File: src/rtl/alu8_pkg.sv
package alu8_pkg;

  typedef enum logic [3:0] {
    OP_ADD   = 4'd0,
    OP_ADDC  = 4'd1,
    OP_SUBC  = 4'd2,
    OP_AND   = 4'd3,
    OP_OR    = 4'd4,
    OP_XOR   = 4'd5,
    OP_CPL   = 4'd6,
    OP_INC   = 4'd7,
    OP_DEC   = 4'd8,
    OP_RLC   = 4'd9,
    OP_RRC   = 4'd10,
    OP_SHL   = 4'd11,
    OP_NSWAP = 4'd12,
    OP_BTOC  = 4'd13,
    OP_CTOB  = 4'd14,
    OP_FSWAP = 4'd15
  } alu_op_e;

  localparam int PSW_W      = 8;
  localparam int PSW_C      = 7;
  localparam int PSW_H      = 6;
  localparam int PSW_OV     = 5;
  localparam logic [PSW_W-1:0] PSW_MASK = 8'hEE;

endpackage

File: src/rtl/alu8_adder.sv
module alu8_adder #(
  parameter int WIDTH = 8
) (
  input  logic [WIDTH-1:0] a,
  input  logic [WIDTH-1:0] b,
  input  logic             cin,
  output logic [WIDTH-1:0] sum,
  output logic             c_half,
  output logic             c_pre,
  output logic             c_top
);
  localparam int HALF = WIDTH / 2;

  logic [WIDTH:0] cy;

  assign cy[0] = cin;

  generate
    for (genvar i = 0; i < WIDTH; i++) begin : g_bit
      logic p;
      assign p        = a[i] ^ b[i];
      assign sum[i]   = p ^ cy[i];
      assign cy[i+1]  = (a[i] & b[i]) | (p & cy[i]);
    end
  endgenerate

  assign c_half = cy[HALF];
  assign c_pre  = cy[WIDTH-1];
  assign c_top  = cy[WIDTH];
endmodule

File: src/rtl/alu8_shiftlogic.sv
module alu8_shiftlogic
  import alu8_pkg::*;
#(
  parameter int WIDTH = 8
) (
  input  alu_op_e          op,
  input  logic [WIDTH-1:0] a,
  input  logic [WIDTH-1:0] b,
  input  logic             cin,
  output logic [WIDTH-1:0] res,
  output logic             new_c,
  output logic             upd_c
);
  localparam int IDX_W = $clog2(WIDTH);
  localparam int HALF  = WIDTH / 2;

  logic [IDX_W-1:0] idx;
  assign idx = b[IDX_W-1:0];

  always_comb begin
    res   = a;
    new_c = 1'b0;
    upd_c = 1'b0;
    unique case (op)
      OP_AND:   res = a & b;
      OP_OR:    res = a | b;
      OP_XOR:   res = a ^ b;
      OP_CPL:   res = ~a;
      OP_RLC: begin
        res   = {a[WIDTH-2:0], cin};
        new_c = a[WIDTH-1];
        upd_c = 1'b1;
      end
      OP_RRC: begin
        res   = {cin, a[WIDTH-1:1]};
        new_c = a[0];
        upd_c = 1'b1;
      end
      OP_SHL: begin
        res   = {a[WIDTH-2:0], 1'b0};
        new_c = a[WIDTH-1];
        upd_c = 1'b1;
      end
      OP_NSWAP: res = {a[HALF-1:0], a[WIDTH-1:HALF]};
      OP_BTOC: begin
        new_c = a[idx];
        upd_c = 1'b1;
      end
      OP_CTOB:  res[idx] = cin;
      default:  res = a;
    endcase
  end
endmodule

File: src/rtl/alu8_flagreg.sv
module alu8_flagreg
  import alu8_pkg::*;
(
  input  logic             clk,
  input  logic             rst,
  input  logic             wr_en,
  input  logic [PSW_W-1:0] wr_data,
  input  logic             swap,
  input  logic             upd_c,
  input  logic             new_c,
  input  logic             upd_hov,
  input  logic             new_h,
  input  logic             new_ov,
  output logic [PSW_W-1:0] q
);
  localparam int NIB = PSW_W / 2;

  always_ff @(posedge clk) begin
    if (rst) begin
      q <= '0;
    end else if (wr_en) begin
      q <= wr_data & PSW_MASK;
    end else if (swap) begin
      q <= {q[NIB-1:0], q[PSW_W-1:NIB]} & PSW_MASK;
    end else begin
      if (upd_c) q[PSW_C] <= new_c;
      if (upd_hov) begin
        q[PSW_H]  <= new_h;
        q[PSW_OV] <= new_ov;
      end
    end
  end
endmodule

File: src/rtl/alu8_psw.sv
module alu8_psw
  import alu8_pkg::*;
#(
  parameter int WIDTH = 8
) (
  input  logic             clk,
  input  logic             rst,
  input  logic             op_valid,
  input  logic [3:0]       op_code,
  input  logic [WIDTH-1:0] opa,
  input  logic [WIDTH-1:0] opb,
  input  logic             carry_in,
  input  logic             psw_wr_en,
  input  logic [PSW_W-1:0] psw_wr_data,
  output logic [WIDTH-1:0] res_q,
  output logic             zero_q,
  output logic [PSW_W-1:0] psw_q
);
  localparam int NIB = PSW_W / 2;

  alu_op_e          op;
  logic [WIDTH-1:0] add_b;
  logic             add_ci;
  logic             is_arith;
  logic             keep_c;
  logic [WIDTH-1:0] sum;
  logic             c_half, c_pre, c_top;
  logic [WIDTH-1:0] sl_res;
  logic             sl_c, sl_upd;
  logic [PSW_W-1:0] psw_swapped;
  logic [WIDTH-1:0] res_d;

  assign op = alu_op_e'(op_code);

  // operand conditioning for the shared adder
  always_comb begin
    add_b    = opb;
    add_ci   = 1'b0;
    is_arith = 1'b1;
    keep_c   = 1'b0;
    unique case (op)
      OP_ADD:  begin add_b = opb;                add_ci = 1'b0;     end
      OP_ADDC: begin add_b = opb;                add_ci = carry_in; end
      OP_SUBC: begin add_b = ~opb;               add_ci = carry_in; end
      OP_INC:  begin add_b = '0;                 add_ci = 1'b1; keep_c = 1'b1; end
      OP_DEC:  begin add_b = '1;                 add_ci = 1'b0; keep_c = 1'b1; end
      default: begin is_arith = 1'b0; end
    endcase
  end

  alu8_adder #(.WIDTH(WIDTH)) u_adder (
    .a      (opa),
    .b      (add_b),
    .cin    (add_ci),
    .sum    (sum),
    .c_half (c_half),
    .c_pre  (c_pre),
    .c_top  (c_top)
  );

  alu8_shiftlogic #(.WIDTH(WIDTH)) u_shiftlogic (
    .op    (op),
    .a     (opa),
    .b     (opb),
    .cin   (carry_in),
    .res   (sl_res),
    .new_c (sl_c),
    .upd_c (sl_upd)
  );

  assign psw_swapped = {psw_q[NIB-1:0], psw_q[PSW_W-1:NIB]};

  always_comb begin
    if (is_arith)            res_d = sum;
    else if (op == OP_FSWAP) res_d = WIDTH'(psw_swapped & PSW_MASK);
    else                     res_d = sl_res;
  end

  alu8_flagreg u_flagreg (
    .clk     (clk),
    .rst     (rst),
    .wr_en   (psw_wr_en),
    .wr_data (psw_wr_data),
    .swap    (op_valid && op == OP_FSWAP),
    .upd_c   (op_valid && ((is_arith && !keep_c) || sl_upd)),
    .new_c   (is_arith ? c_top : sl_c),
    .upd_hov (op_valid && is_arith),
    .new_h   (c_half),
    .new_ov  (c_top ^ c_pre),
    .q       (psw_q)
  );

  always_ff @(posedge clk) begin
    if (rst) begin
      res_q  <= '0;
      zero_q <= 1'b1;
    end else if (op_valid) begin
      res_q  <= res_d;
      zero_q <= (res_d == '0);
    end
  end
endmodule

File: config.mk
export PLATFORM = sky130hd
export DESIGN_NAME = alu8_psw
export DESIGN_NICKNAME = d
export VERILOG_FILES = /design/src/rtl/alu8_pkg.sv /design/src/rtl/alu8_adder.sv /design/src/rtl/alu8_shiftlogic.sv /design/src/rtl/alu8_flagreg.sv /design/src/rtl/alu8_psw.sv
export SDC_FILE = /design/constraint.sdc
export NUM_CORES = 1
export LEC_CHECK = 0
export ABC_AREA = 1
export ABC_CLOCK_PERIOD_IN_PS = 5600
export BUFFER_PORTS_ARGS = -buffer_cell sky130_fd_sc_hd__buf_2
export CAP_MARGIN = 10
export CORE_ASPECT_RATIO = 1.2
export CORE_MARGIN = 1
export CORE_UTILIZATION = 55
export DETAILED_ROUTE_END_ITERATION = 8
export MAX_ROUTING_LAYER = met4
export PLACE_DENSITY = 0.8
export REMOVE_ABC_BUFFERS = 1
export SLEW_MARGIN = 0
export SYNTH_ARGS = -nofsm -noshare
export SYNTH_HDL_FRONTEND = slang
export SYNTH_SLANG_ARGS = --single-unit
File: constraint.sdc
create_clock -name clk -period 5.6 [get_ports clk]
set_clock_uncertainty 0.05 [all_clocks]
set_input_delay 0.28 -clock clk [delete_from_list [all_inputs] [get_ports clk]]
set_output_delay 0.28 -clock clk [all_outputs]
set_load 0.05 [all_outputs]
; ---- Yosys cells after proc, flatten, opt, wreduce, memory -nomap -nowiden
; Cells that the tools add are included.
[op_classes]
order_cmp = 2
n_eq_ne = 15
muxes = 20
bitwise = 46
n_reduce_logical = 17
[op_table]
columns = operator, n
row1 = $pmux 8 s9, 1
row2 = $eq 4x4->1 const B, 8
row3 = $mux 8, 3
row4 = $pmux 8 s3, 1
row5 = $xor 1x1->1, 17
row6 = $and 1x1->1, 16
row7 = $eq 4x3->1 const B, 4
row8 = $not 8->8, 2
row9 = $and 8x8->8, 1
row10 = $bwmux 8, 1
row11 = $eq 4x2->1 const B, 2
row12 = $logic_not 8->1, 1
row13 = $or 1x1->1, 8
row14 = $or 8x8->8, 1
row15 = $xor 8x8->8, 1
row16 = $mux 1, 7
row17 = $reduce_bool 3->1, 2
row18 = $reduce_or 2->1, 3
row19 = $logic_and 1x1->1, 5
row20 = $reduce_or 5->1, 1
row21 = $eq 4x1->1 const B, 1
row22 = $logic_not 4->1, 1
row23 = $lt 3x4->1 const B, 1
row24 = $mux 4, 1
row25 = other kinds (11), 11
[word_totals]
reg_bits = 15
out_inout_bits = 17
wordCells = 105

; ---- Depth between registers and ports, before layout
; Gate-level depths: netlist (run 1).
[logic_depth]
word_depth = 23
depth_mapped = 27
depth_no_buf = 26

; ---- Hierarchy
; From an unflattened synthesis (run 1), not the netlist that was laid out.
[unflattened]
cells_unflattened = 496
area_unflattened_um2 = 2785.2
[by_module_without_submodules]
columns = module, n_inst, cells_per_inst, area_each_um2
row1 = alu8_shiftlogic, 1, 264, 1307.5
row2 = alu8_psw, 1, 152, 909.6
row3 = alu8_flagreg, 1, 53, 336.6
row4 = alu8_adder, 1, 27, 231.5

; ---- Worst setup path after synthesis (run 1)
; Ideal clock, no wire load.
[synth_timing]
path_kind = input-to-reg
start = input op_code[0]
end = register zero_q
setup_ps = 60
arrival_time_ps = 4467
setup_slack_ps = 1023
path_stages = 27
cell_sequence = buf_2 -> nand2_2 -> inv_1 -> nand2_1 -> inv_1 -> nor2_1 -> a21oi_1 -> fa_1 -> inv_1 -> fa_1 -> inv_1 -> fa_1 -> inv_1 -> fa_1 -> fa_1 -> inv_1 -> fa_1 -> fa_1 -> inv_1 -> fa_1 -> a22oi_1 -> nand2_1 -> nor2_1 -> nand2_1 -> nor2_1 -> nand2_1 -> nand2_1
[synth_via]
elab_chain_cells = 20
[synth_rtl]
columns = item, line
row1 = start: declaration, alu8_psw.sv:9  ; input logic [3:0] op_code,
row2 = $eq 4x4->1 (tied with other cells), alu8_psw.sv:41  ; unique case (op)
row3 = $pmux 8 s3 or $reduce_or 2->1 (tied branches), -
row4 = $xor 1x1->1 or $pmux 1 s2 (tied branches), "alu8_adder.sv:21, alu8_psw.sv:41"
row5 = $and 1x1->1, alu8_adder.sv:23  ; assign cy[i+1] = (a[i] & b[i]) | (p & cy[i]);
row6 = $or 1x1->1, alu8_adder.sv:23
row7 = $and 1x1->1, alu8_adder.sv:23
row8 = $or 1x1->1, alu8_adder.sv:23
row9 = $and 1x1->1, alu8_adder.sv:23
row10 = [... 4 more ...], -
row11 = $or 1x1->1, alu8_adder.sv:23
row12 = $and 1x1->1, alu8_adder.sv:23
row13 = $or 1x1->1, alu8_adder.sv:23
row14 = $and 1x1->1, alu8_adder.sv:23
row15 = $or 1x1->1, alu8_adder.sv:23
row16 = $xor 1x1->1, alu8_adder.sv:22  ; assign sum[i] = p ^ cy[i];
row17 = $mux 8 (*), alu8_psw.sv:74  ; if (is_arith) res_d = sum;
row18 = $logic_not 8->1 (*), alu8_psw.sv:99  ; zero_q <= (res_d == '0);
row19 = end signal: assignment, alu8_psw.sv:99
row20 = end: declaration, alu8_psw.sv:16  ; output logic zero_q,
; Mark *: on every way between the ends. The rest lies on a longest branch, timed or not.
; A chain may end at the register's enable or synchronous reset.

; ---- Worst setup path after layout (run 1)
[layout_timing]
start = input op_code[2]
end = register zero_q
; Same word-level chain as after synthesis.

==> results.md, run 1 <==
- Critical path endpoint category: register
- Buffers on Ports: 45
- Max frequency: 0.199 GHz
- Worst Hold Path EP: u_flagreg.q[3]
- Peak supply drop: 0.0627 mV
- RSZ-0062 raised after global routing: false
- Vias per inst: 5.51
- Clock sink count: 15
- Syn_area_per_cell: 5.55 um2
- PwrDens: 163 mW/mm2
- Syn Inst Count: 434
- Fin Setup TNS: 0 ns
- Yosys top cell area share: 0.206
- Clock Latency Late Sink: 0.24 ns
- Leakage: 0.00149 uW
- Comb pwr share: 0.524
- Vias: 2919
- Share of cells above drive strength 1: 0.139
- Type of the worst setup path: input pin to register
- Worst R2R Start: u_flagreg.q[3]
- Reg2reg end: zero_q
- Inserted Clock Buffers: 3
- Vias in the first global route: 2662
- Area contributors post-synth: nand2_1, dfxtp_1, nor2_1
- R2r setup slk: 4.45 ns
- Worst reg2reg path depth: 7
- FP Rows: 26
- DRT Wirelength: 7.57 mm
- Sw Ratio: 0.462
- GP Congestion: 1.05
- Fill count: 458
- Slew headroom: 0.525
- GRT Overall Usage: 0.348
- Max incr delay on CP: 0.55 ns
- CTS Root Cell: clkbuf_8
- Initial antenna violation count: 0
- Post-DR wirelength/cell: 14.3 um
- Yosys top cell by area: nand2_1
- Flip-flop and latch count after synthesis: 15
- Clock power frac: 0.195
- Hold crit path type: input pin to register
- HP Start: psw_wr_data[3]
- Die width: 62.4 um
- # diodes: 0
- Finished Layout Cells: 530
- Tmin final: 5.02 ns
- Core ar.: 0.00423 mm2
- Antenna viol nets, final: 0
- Max-cap violations: 0
- Slew Viols, Final: 0
- CTS H-tree lvls: 1
- Synth async-reset ratio: 0
- Sequential power share: 0.281
- Clk pin slew, worst setup/hold paths: 0.06 ns
- Die Height: 74.5 um
- Slowest cell on the critical path: nor2_1
- Cts-stage hold buffer count: 0
- WP data arrival: 5.16 ns
- Least-Margin Pin Slew: 0.709 ns
- Initial core utilization: 0.570
- Final Setup Violations: 0
- Worst path required time: 5.74 ns
- DP Wirelength: 6.13 mm
- Dominant synthesized flop cell: dfxtp_1
- Area growth syn-to-layout: 12.0%
- Post-synthesis sequential area ratio: 0.125
- Post-CTS Setup Bufs: 0
- DRT iter0 DRCs: 191
- GRT Residual Overflow: 0
- Max Buffers Root-to-Sink: 2
- Largest net degree at the start of global routing: 15
- Crit start category: input pin
- # IOs: 50
- Post-route DRC: 0
- Post-synth EDFFs: 0
- Worst hold path cell count: 3
- Synth warnings: 0
- Post-Syn Area: 0.00241 mm2
- First-pass GRT wire length: 12.2 mm
- Status: finished clean
- Resized cells post-CTS: 0
- Crit share post-route: 0.896
- Post-Place Cells: 526
- CTS tree: done
- Hold Vio Cnt, Final: 0
- Switching power: 203 uW
- DIE AREA: 0.00465 mm2
- CP most frequent cell: fa_1
- P_int: 236 uW
- Synth cell types: 37
- Drt pass-1 iters: 4
- Crit Path Max Fanout: 11
- NumNets Final: 532
==> cell families (layout without fill, tap and decap cells) <==
logic type      Yosys count  after routing  share of synthesized area
fa+ha+maj                24             24                      0.150
other cells               1              2                    0.00156
flops                    15             15                      0.125
xor+xnor                  1              1                    0.00364
compound gates           67             67                      0.160
simple gates            264            264                      0.455
buf+inv                  62            101                      0.105
==> cell usage after synthesis, types with 2 or more instances <==
library cell	instances
a22oi_1	2
nand3b_1	2
fa_1	8
nor2_2	4
o21ai_0	24
clkbuf_1	3
dfxtp_1	15
a21oi_1	22
o22ai_1	2
buf_2	5
inv_2	3
or2_2	4
buf_4	2
a31oi_1	4
nand3_1	37
o211ai_1	7
ha_1	16
nand2_2	3
nand2_1	132
inv_1	47
nor2_1	76
==> placed cells by master, fill, tap and decap left out, drive strengths merged, types with 2 or more instances in the layout <==
master  count
o22ai       2
ha         16
buf        46
o21ai      25
inv        50
clkbuf      4
dfxtp      15
nor2       81
a31oi       4
a21oi      22
or2         5
conb        2
a22oi       2
fa          8
nand2     135
nand3      38
o211ai      7
nand3b      2
==> how the worst max path moves through the flow <==
stage	start	endpoint	slack (ns)
floorplan	op_code[2]	zero_q	1.16
global placement	op_code[2]	zero_q	0.54
detailed placement	op_code[2]	zero_q	0.36
CTS	op_code[2]	zero_q	0.62
global route	op_code[2]	zero_q	0.24
finish	op_code[2]	zero_q	0.58
==> power groups by stage <==
stage | sequential [uW] | combinational (uW) | clock [uW]
after global routing | 124 | 256 | 89.3
after floorplan | 159 | 119 | 0
final | 123 | 230 | 85.6
after global placement | 125 | 221 | 0
after detailed placement | 126 | 226 | 0
after CTS | 123 | 228 | 86.3
==> critical path: cells and delay by family <==
family,cells,cell delay (ns)
AO/OA/AOI/OAI,2,0.43
adder cells (fa/ha/maj),8,2.46
buffers and inverters,8,0.70
AND/OR/NAND/NOR,9,1.30
==> state kept, by name (all words and copies together), names as in the netlist <==
| signal | count |
|---|---|
| res_q | 8 |
| u_flagreg.q | 6 |
| zero_q | 1 |
==> stage by stage <==
stage / setup WS [ns] / cell area (um2) / util / power (uW) / hold slack [ns]
floorplan: 1.16 / 2350 / - / 278 / 0.299
global placement: 0.535 / 2650 / 0.627 / 346 / 0.400
detailed placement: 0.363 / 2650 / 0.627 / 352 / 0.416
CTS: 0.618 / 2700 / 0.638 / 437 / 0.252
global route: 0.243 / 2700 / 0.638 / 470 / 0.294
finish: 0.584 / 2700 / 0.638 / 439 / 0.253
==> final cells by class <==
class	instances	area (um2)	share of cell area
clock buffers	4	45.0	0.0167
inverters	51	191	0.0710
multi-input cells	358	1860	0.689
flip-flops and latches	15	300	0.111
well taps	56	70.1	0.0260
repair buffers	46	233	0.0863
==> per-layer routing <==
| layer | track usage | part of all wire | wire length (um) | up-vias |
|---|---|---|---|---|
| met5 | - | 0 | 0 | - |
| met4 | 0.207 | 0.056 | 425 | 0 |
| met3 | 0.0184 | 0.060 | 458 | 38 |
| met1 | 0.385 | 0.40 | 3010 | 1270 |
| li1 | - | - | - | 1472 |
| met2 | 0.627 | 0.49 | 3680 | 139 |
No activity file was read; power rests on OpenSTA's default activity.
==> run 2, diff against run 1 <==
--- a/config.mk
+++ b/config.mk
@@ -12,6 +12,7 @@
 export CORE_ASPECT_RATIO = 1.2
 export CORE_MARGIN = 1
 export CORE_UTILIZATION = 55
+export CTS_BUF_LIST = sky130_fd_sc_hd__clkbuf_8
 export DETAILED_ROUTE_END_ITERATION = 8
 export MAX_ROUTING_LAYER = met4
 export PLACE_DENSITY = 0.8
==> run 2 against run 1 <==
First-iteration DRC count rose by 3.1%. Hold slack barely moved. Combinational power barely moved. Via count rose by 0.69%. Clock-buffer cell count fell by 1. Sequential cell count did not move. Sequential power barely moved.
==> results.md, run 2 (synthesis gave the netlist of run 1 again) <==
- Most frequent cells in the layout: nand2_1, nor2_1, inv_1
- Die width: 62.4 um (unchanged)
- # IOs: 50 (unchanged)
- Peak supply drop: 0.0627 mV (about the same)
- Worst hold margin: 0.253 ns (+0.000199 ns)
- Critical path endpoint category: register
- Worst path required time: 5.74 ns (about the same)
- Max frequency: 0.199 GHz (about the same)
- Share of cells above drive strength 1: 0.139 (unchanged)
- HP Start: psw_wr_data[3]
- Antenna viol nets, final: 0 (unchanged)
- Largest net degree at the start of global routing: 15 (unchanged)
- Clock sink count: 15 (unchanged)
- Vias: 2939 (+0.69%)
- Resized cells post-CTS: 0 (unchanged)
- Initial core utilization: 0.570 (unchanged)
- Slowest cell on the critical path: nor2_1
- Tmin final: 5.02 ns (+0.00147 ns)
- Max incr delay on CP: 0.55 ns (about the same)
- Crit start category: input pin
- Worst Setup SP: op_code[2]
- Clk pin slew, worst setup/hold paths: 0.06 ns (about the same)
- Hold Vio Cnt, Final: 0 (unchanged)
- DRT iter0 DRCs: 197 (+3.1%)
- First-pass GRT wire length: 12.2 mm (unchanged)
- Status: finished clean
- FP Rows: 26 (unchanged)
- CTS Root Cell: clkbuf_8
- Core ar.: 0.00423 mm2 (unchanged)
- Total power: 437 uW (-0.41%)
- GRT Residual Overflow: 0 (unchanged)
- Biggest registers after layout: res_q x8, u_flagreg.q x6, zero_q x1
- Die Height: 74.5 um (unchanged)
- Max Buffers Root-to-Sink: 2 (unchanged)
- Type of the worst setup path: input pin to register
- CTS H-tree lvls: 1 (unchanged)
- Multi-input logic area: 0.00186 mm2 (unchanged)
- Worst Path Buf+Inv: 8 (unchanged)
- Post-CTS Setup Bufs: 0 (unchanged)
- Top reg by flops: res_q
- # diodes: 0 (unchanged)
- Buffers on Ports: 45 (unchanged)
- Fill count: 458 (unchanged)
- Inserted Clock Buffers: 3 (unchanged)
- Initial antenna violation count: 0 (unchanged)
- Vias in the first global route: 2662 (unchanged)
- GRT Overall Usage: 0.348 (unchanged)
- Max-cap violations: 0 (unchanged)
- Drt pass-1 iters: 5 (+1)
- Register area: 300 um2 (unchanged)
- DIE AREA: 0.00465 mm2 (unchanged)
- Crit Path Max Fanout: 11 (unchanged)
- PwrDens: 162 mW/mm2 (-0.41%)
- RSZ-0062 raised after global routing: false
- Post-route DRC: 0 (unchanged)
- Max reg flops: 8 (unchanged)
- DRT Wirelength: 7.58 mm (about the same)
- WP data arrival: 5.16 ns (about the same)
- Fin Setup TNS: 0 ns (unchanged)
- Clock Latency Late Sink: 0.24 ns (about the same)
- Vias per inst: 5.55 (+0.69%)
- CP most frequent cell: fa_1
- GP Congestion: 1.05 (unchanged)
- NumNets Final: 532 (unchanged)
- Leakage: 0.00150 uW (+0.28%)
- Final Setup Violations: 0 (unchanged)
- DP Wirelength: 6.13 mm (unchanged)
- CTS tree: done
- Post-DR wirelength/cell: 14.3 um (about the same)
- Worst R2R Start: u_flagreg.q[3]
- Area growth syn-to-layout: 12.0% (unchanged)
- Most common cell after layout, fill and taps aside: nand2_1
- Hold crit path type: input pin to register
- Cts-stage hold buffer count: 0 (unchanged)
- Least-Margin Pin Slew: 0.710 ns (+0.000785 ns)
- Slew headroom: 0.525 (about the same)
- Slew Viols, Final: 0 (unchanged)
- CP top delay family: adder cells
- Crit share post-route: 0.896 (about the same)
-- run 2: changes by cell type in the layout (fill, tap and decap cells not counted), sizes merged --
| cell | previous run | this run |
|---|---|---|
| inv | 50 | 51 |
| clkbuf | 4 | 3 |
-- run 2: stage by stage --
step                 util  area, um2  worst slack, ns  cells
CTS                 0.638       2700            0.618    530
global placement    0.627       2650            0.535    526
global route        0.638       2700            0.243    530
floorplan               -       2350             1.16    424
detailed placement  0.627       2650            0.363    526
finish              0.638       2700            0.582    530
-- run 2: cell type report --
cell class                      count  share of cell area
Multi-Input combinational cell    358               0.689
Sequential cell                    15               0.111
Timing Repair Buffer               46              0.0863
Inverter                           51              0.0710
Tap cell                           56              0.0260
Clock buffer                        3              0.0153
Clock inverter                      1             0.00139
-- run 2: per-layer routing --
| metal | share of wire | wire length, um | GRT usage | vias up |
|---|---|---|---|---|
| li1 | - | - | - | 1474 |
| met1 | 0.39 | 2980 | 0.385 | 1287 |
| met2 | 0.49 | 3710 | 0.627 | 142 |
| met3 | 0.062 | 473 | 0.0184 | 36 |
| met4 | 0.055 | 418 | 0.207 | 0 |
| met5 | 0 | 0 | - | - |
-- run 2: worst paths after layout --
kind	end	slack, ns	cells past startpoint
max reg2reg	zero_q	4.45	7
max	zero_q	0.58	27
min	u_flagreg.q[3]	0.25	3
min reg2reg	zero_q	0.42	2
-- run 2: worst reg2reg max path: cells and delay by family, from the launching register on --
| family | cells | cell delay, ns |
|---|---|---|
| AO/OA/AOI/OAI | 1 | 0.24 |
| flip-flops | 1 | 0.34 |
| AND/OR/NAND/NOR | 6 | 0.47 |
-- run 2: power by group --
part / total, uW / leakage (uW) / internal, uW / switching (uW)
Sequential: 123 / 0.000125 / 117 / 6.58
Combinational: 230 / 0.00135 / 68.7 / 161
Clock: 83.7 / 0.0000269 / 48.5 / 35.3
Total: 437 / 0.00150 / 234 / 203
==> run 3, diff against run 2 <==
--- a/config.mk
+++ b/config.mk
@@ -7,15 +7,13 @@
 export LEC_CHECK = 0
 export ABC_AREA = 1
 export ABC_CLOCK_PERIOD_IN_PS = 5600
-export BUFFER_PORTS_ARGS = -buffer_cell sky130_fd_sc_hd__buf_2
-export CAP_MARGIN = 10
 export CORE_ASPECT_RATIO = 1.2
 export CORE_MARGIN = 1
-export CORE_UTILIZATION = 55
+export CORE_UTILIZATION = 45
 export CTS_BUF_LIST = sky130_fd_sc_hd__clkbuf_8
 export DETAILED_ROUTE_END_ITERATION = 8
+export DONT_BUFFER_PORTS = 1
 export MAX_ROUTING_LAYER = met4
-export PLACE_DENSITY = 0.8
 export REMOVE_ABC_BUFFERS = 1
 export SLEW_MARGIN = 0
 export SYNTH_ARGS = -nofsm -noshare
==> run 3 against run 2 <==
Clock power grew 2%. Die area grew 22%. Highest routed layer unchanged. Critical endpoint unchanged. Final area shrank 8.2%. Hold slack lost 0.21 ns. Clock-buffer cell count is the same. First-iteration DRC count shrank 35%. Non-clock buffer count shrank 45. Total power shrank 8.6%. Global-route usage shrank 5.7 points. Largest power group is now sequential cells. Critical path depth is the same. Fmax grew 4.7%.
==> results.md, run 3 (synthesis gave the netlist of run 1 again) <==
- Inserted Clock Buffers: 3 (unchanged)
- Crit share post-route: 0.856 (-0.0399)
- Cts-stage hold buffer count: 0 (unchanged)
- Worst hold path cell count: 1 (-2)
- # diodes: 0 (unchanged)
- Peak supply drop: 0.0549 mV (-12%)
- First-pass GRT wire length: 11.8 mm (-3.8%)
- DRT Wirelength: 7.48 mm (-1.3%)
- Reg2reg end: zero_q
- Vias: 2653 (-9.7%)
- Core ar.: 0.00504 mm2 (+19%)
- Vias per inst: 5.43 (-2.2%)
- Crit Path Max Fanout: 11 (unchanged)
- HP Start: rst
- Worst hold margin: 0.0441 ns (-0.209 ns)
- DP Worst Slack: 0.576 ns (+0.213 ns)
- Final Setup Violations: 0 (unchanged)
- Fin Setup TNS: 0 ns (unchanged)
- Worst R2R Start: u_flagreg.q[6]
- Post-route DRC: 0 (unchanged)
- Post-CTS Setup Bufs: 0 (unchanged)
- GP Congestion: 0.998 (-5.1%)
- Max frequency: 0.209 GHz (+4.7%)
- CTS Root Cell: clkbuf_8
- Share of cells above drive strength 1: 0.0490 (-0.0903)
- Fill count: 560 (+22%)
- Util after Layout: 0.491 (-0.147)
- GRT Overall Usage: 0.291 (-0.0574)
- Resized cells post-CTS: 0 (unchanged)
- Initial core utilization: 0.477 (-0.0921)
- Critical path endpoint category: register
- Status: finished clean
- DP Wirelength: 6.14 mm (+0.21%)
- DIE AREA: 0.00565 mm2 (+22%)
- Type of the worst setup path: input pin to register
- Slew Viols, Final: 0 (unchanged)
- DRT iter0 DRCs: 128 (-35%)
- Worst Hold Path EP: u_flagreg.q[3]
- PwrDens: 161 mW/mm2 (-0.43%)
- Least-Margin Pin Slew: 0.687 ns (-0.0234 ns)
- Area growth syn-to-layout: 2.86%
- RSZ-0062 raised after global routing: false
- Largest net degree at the start of global routing: 15 (unchanged)
- GRT Residual Overflow: 0 (unchanged)
- Hold crit path type: input pin to register
- Clk pin slew, worst setup/hold paths: 0.06 ns (about the same)
- Leakage: 0.00131 uW (-13%)
- Max Buffers Root-to-Sink: 2 (unchanged)
- Post-DR wirelength/cell: 15.3 um (+6.9%)
- Tmin final: 4.79 ns (-0.223 ns)
- Most frequent cells in the layout: nand2_1, nor2_1, inv_1
- Most common cell after layout, fill and taps aside: nand2_1
- Finished Layout Cells: 489 (-7.7%)
- Max reg flops: 8 (unchanged)
- NumNets Final: 487 (-8.5%)
- Final setup margin: 0.806 ns (+0.223 ns)
- WP data arrival: 4.94 ns (-0.22 ns)
- Die width: 68.8 um (+10%)
- Buffers on Ports: 0 (-100%)
- Post-Place Cells: 485 (-7.8%)
- Slew headroom: 0.540 (+0.0157)
- CTS tree: done
- R2r setup slk: 4.14 ns (-0.31 ns)
- Top reg by flops: res_q
- Hold Vio Cnt, Final: 0 (unchanged)
- Initial antenna violation count: 0 (unchanged)
- Die Height: 82.1 um (+10%)
- CTS H-tree lvls: 1 (unchanged)
- Vias in the first global route: 2467 (-7.3%)
- Worst reg2reg path depth: 7 (unchanged)
- FP Rows: 28 (+7.7%)
- Antenna viol nets, final: 0 (unchanged)
- Crit start category: input pin
- Biggest registers after layout: res_q x8, u_flagreg.q x6, zero_q x1
- Drt pass-1 iters: 4 (-1)
- # IOs: 50 (unchanged)
- Max-cap violations: 0 (unchanged)
- Clock sink count: 15 (unchanged)
- Clock Latency Late Sink: 0.25 ns (about the same)
- Worst path required time: 5.75 ns (about the same)
==> run 3: metrics by stage <==
step           instance area, um2  power (uW)
6_report                     2480         399
5_1_grt                      2480         432
4_1_cts                      2480         401
3_5_place_dp                 2430         316
3_3_place_gp                 2430         314
2_1_floorplan                2350         278
==> run 3: area by class of cell <==
type | count | area, um2 | area share
Timing Repair Buffer | 1 | 7.51 | 0.00303
Inverter | 51 | 191 | 0.0773
Multi-Input combinational cell | 358 | 1860 | 0.750
Clock buffer | 3 | 41.3 | 0.0167
Clock inverter | 1 | 3.75 | 0.00152
Tap cell | 60 | 75.1 | 0.0303
Sequential cell | 15 | 300 | 0.121
==> run 3: critical path, cell delays in order <==
cell and delay (ns):
inv_1 0.04, nor2_1 0.53, nand2_1 0.22, inv_1 0.12, nor2_1 0.05, buf_4 0.16, a21oi_1 0.20, fa_1 0.21
inv_1 0.05, fa_1 0.35, inv_1 0.08, fa_1 0.16, inv_1 0.06, fa_1 0.41, fa_1 0.40, inv_1 0.08
fa_1 0.19, fa_1 0.22, inv_1 0.07, fa_1 0.44, a22oi_1 0.16, nand2_1 0.10, nor2_1 0.10, nand2_1 0.05
nor2_1 0.10, nand2_1 0.06, nand2_1 0.05
==> run 3: per-layer routing <==
layer / global-route usage / share of wire
met5: - / 0
met4: 0.0796 / 0.014
met3: 0.0275 / 0.054
met2: 0.520 / 0.51
met1: 0.342 / 0.43
==> run 3: how the worst max path moves through the flow <==
stage,start,slack (ns),end
global placement,op_code[2],0.65,zero_q
CTS,op_code[2],0.83,zero_q
detailed placement,op_code[2],0.58,zero_q
finish,op_code[2],0.81,zero_q
floorplan,op_code[2],1.16,zero_q
global route,op_code[2],0.34,zero_q
==> run 3: power breakdown <==
| group | switching (uW) | internal [uW] |
|---|---|---|
| registers | 42.1 | 117 |
| logic | 101 | 54.6 |
| clock network | 37.0 | 48.6 |
| total | 180 | 220 |
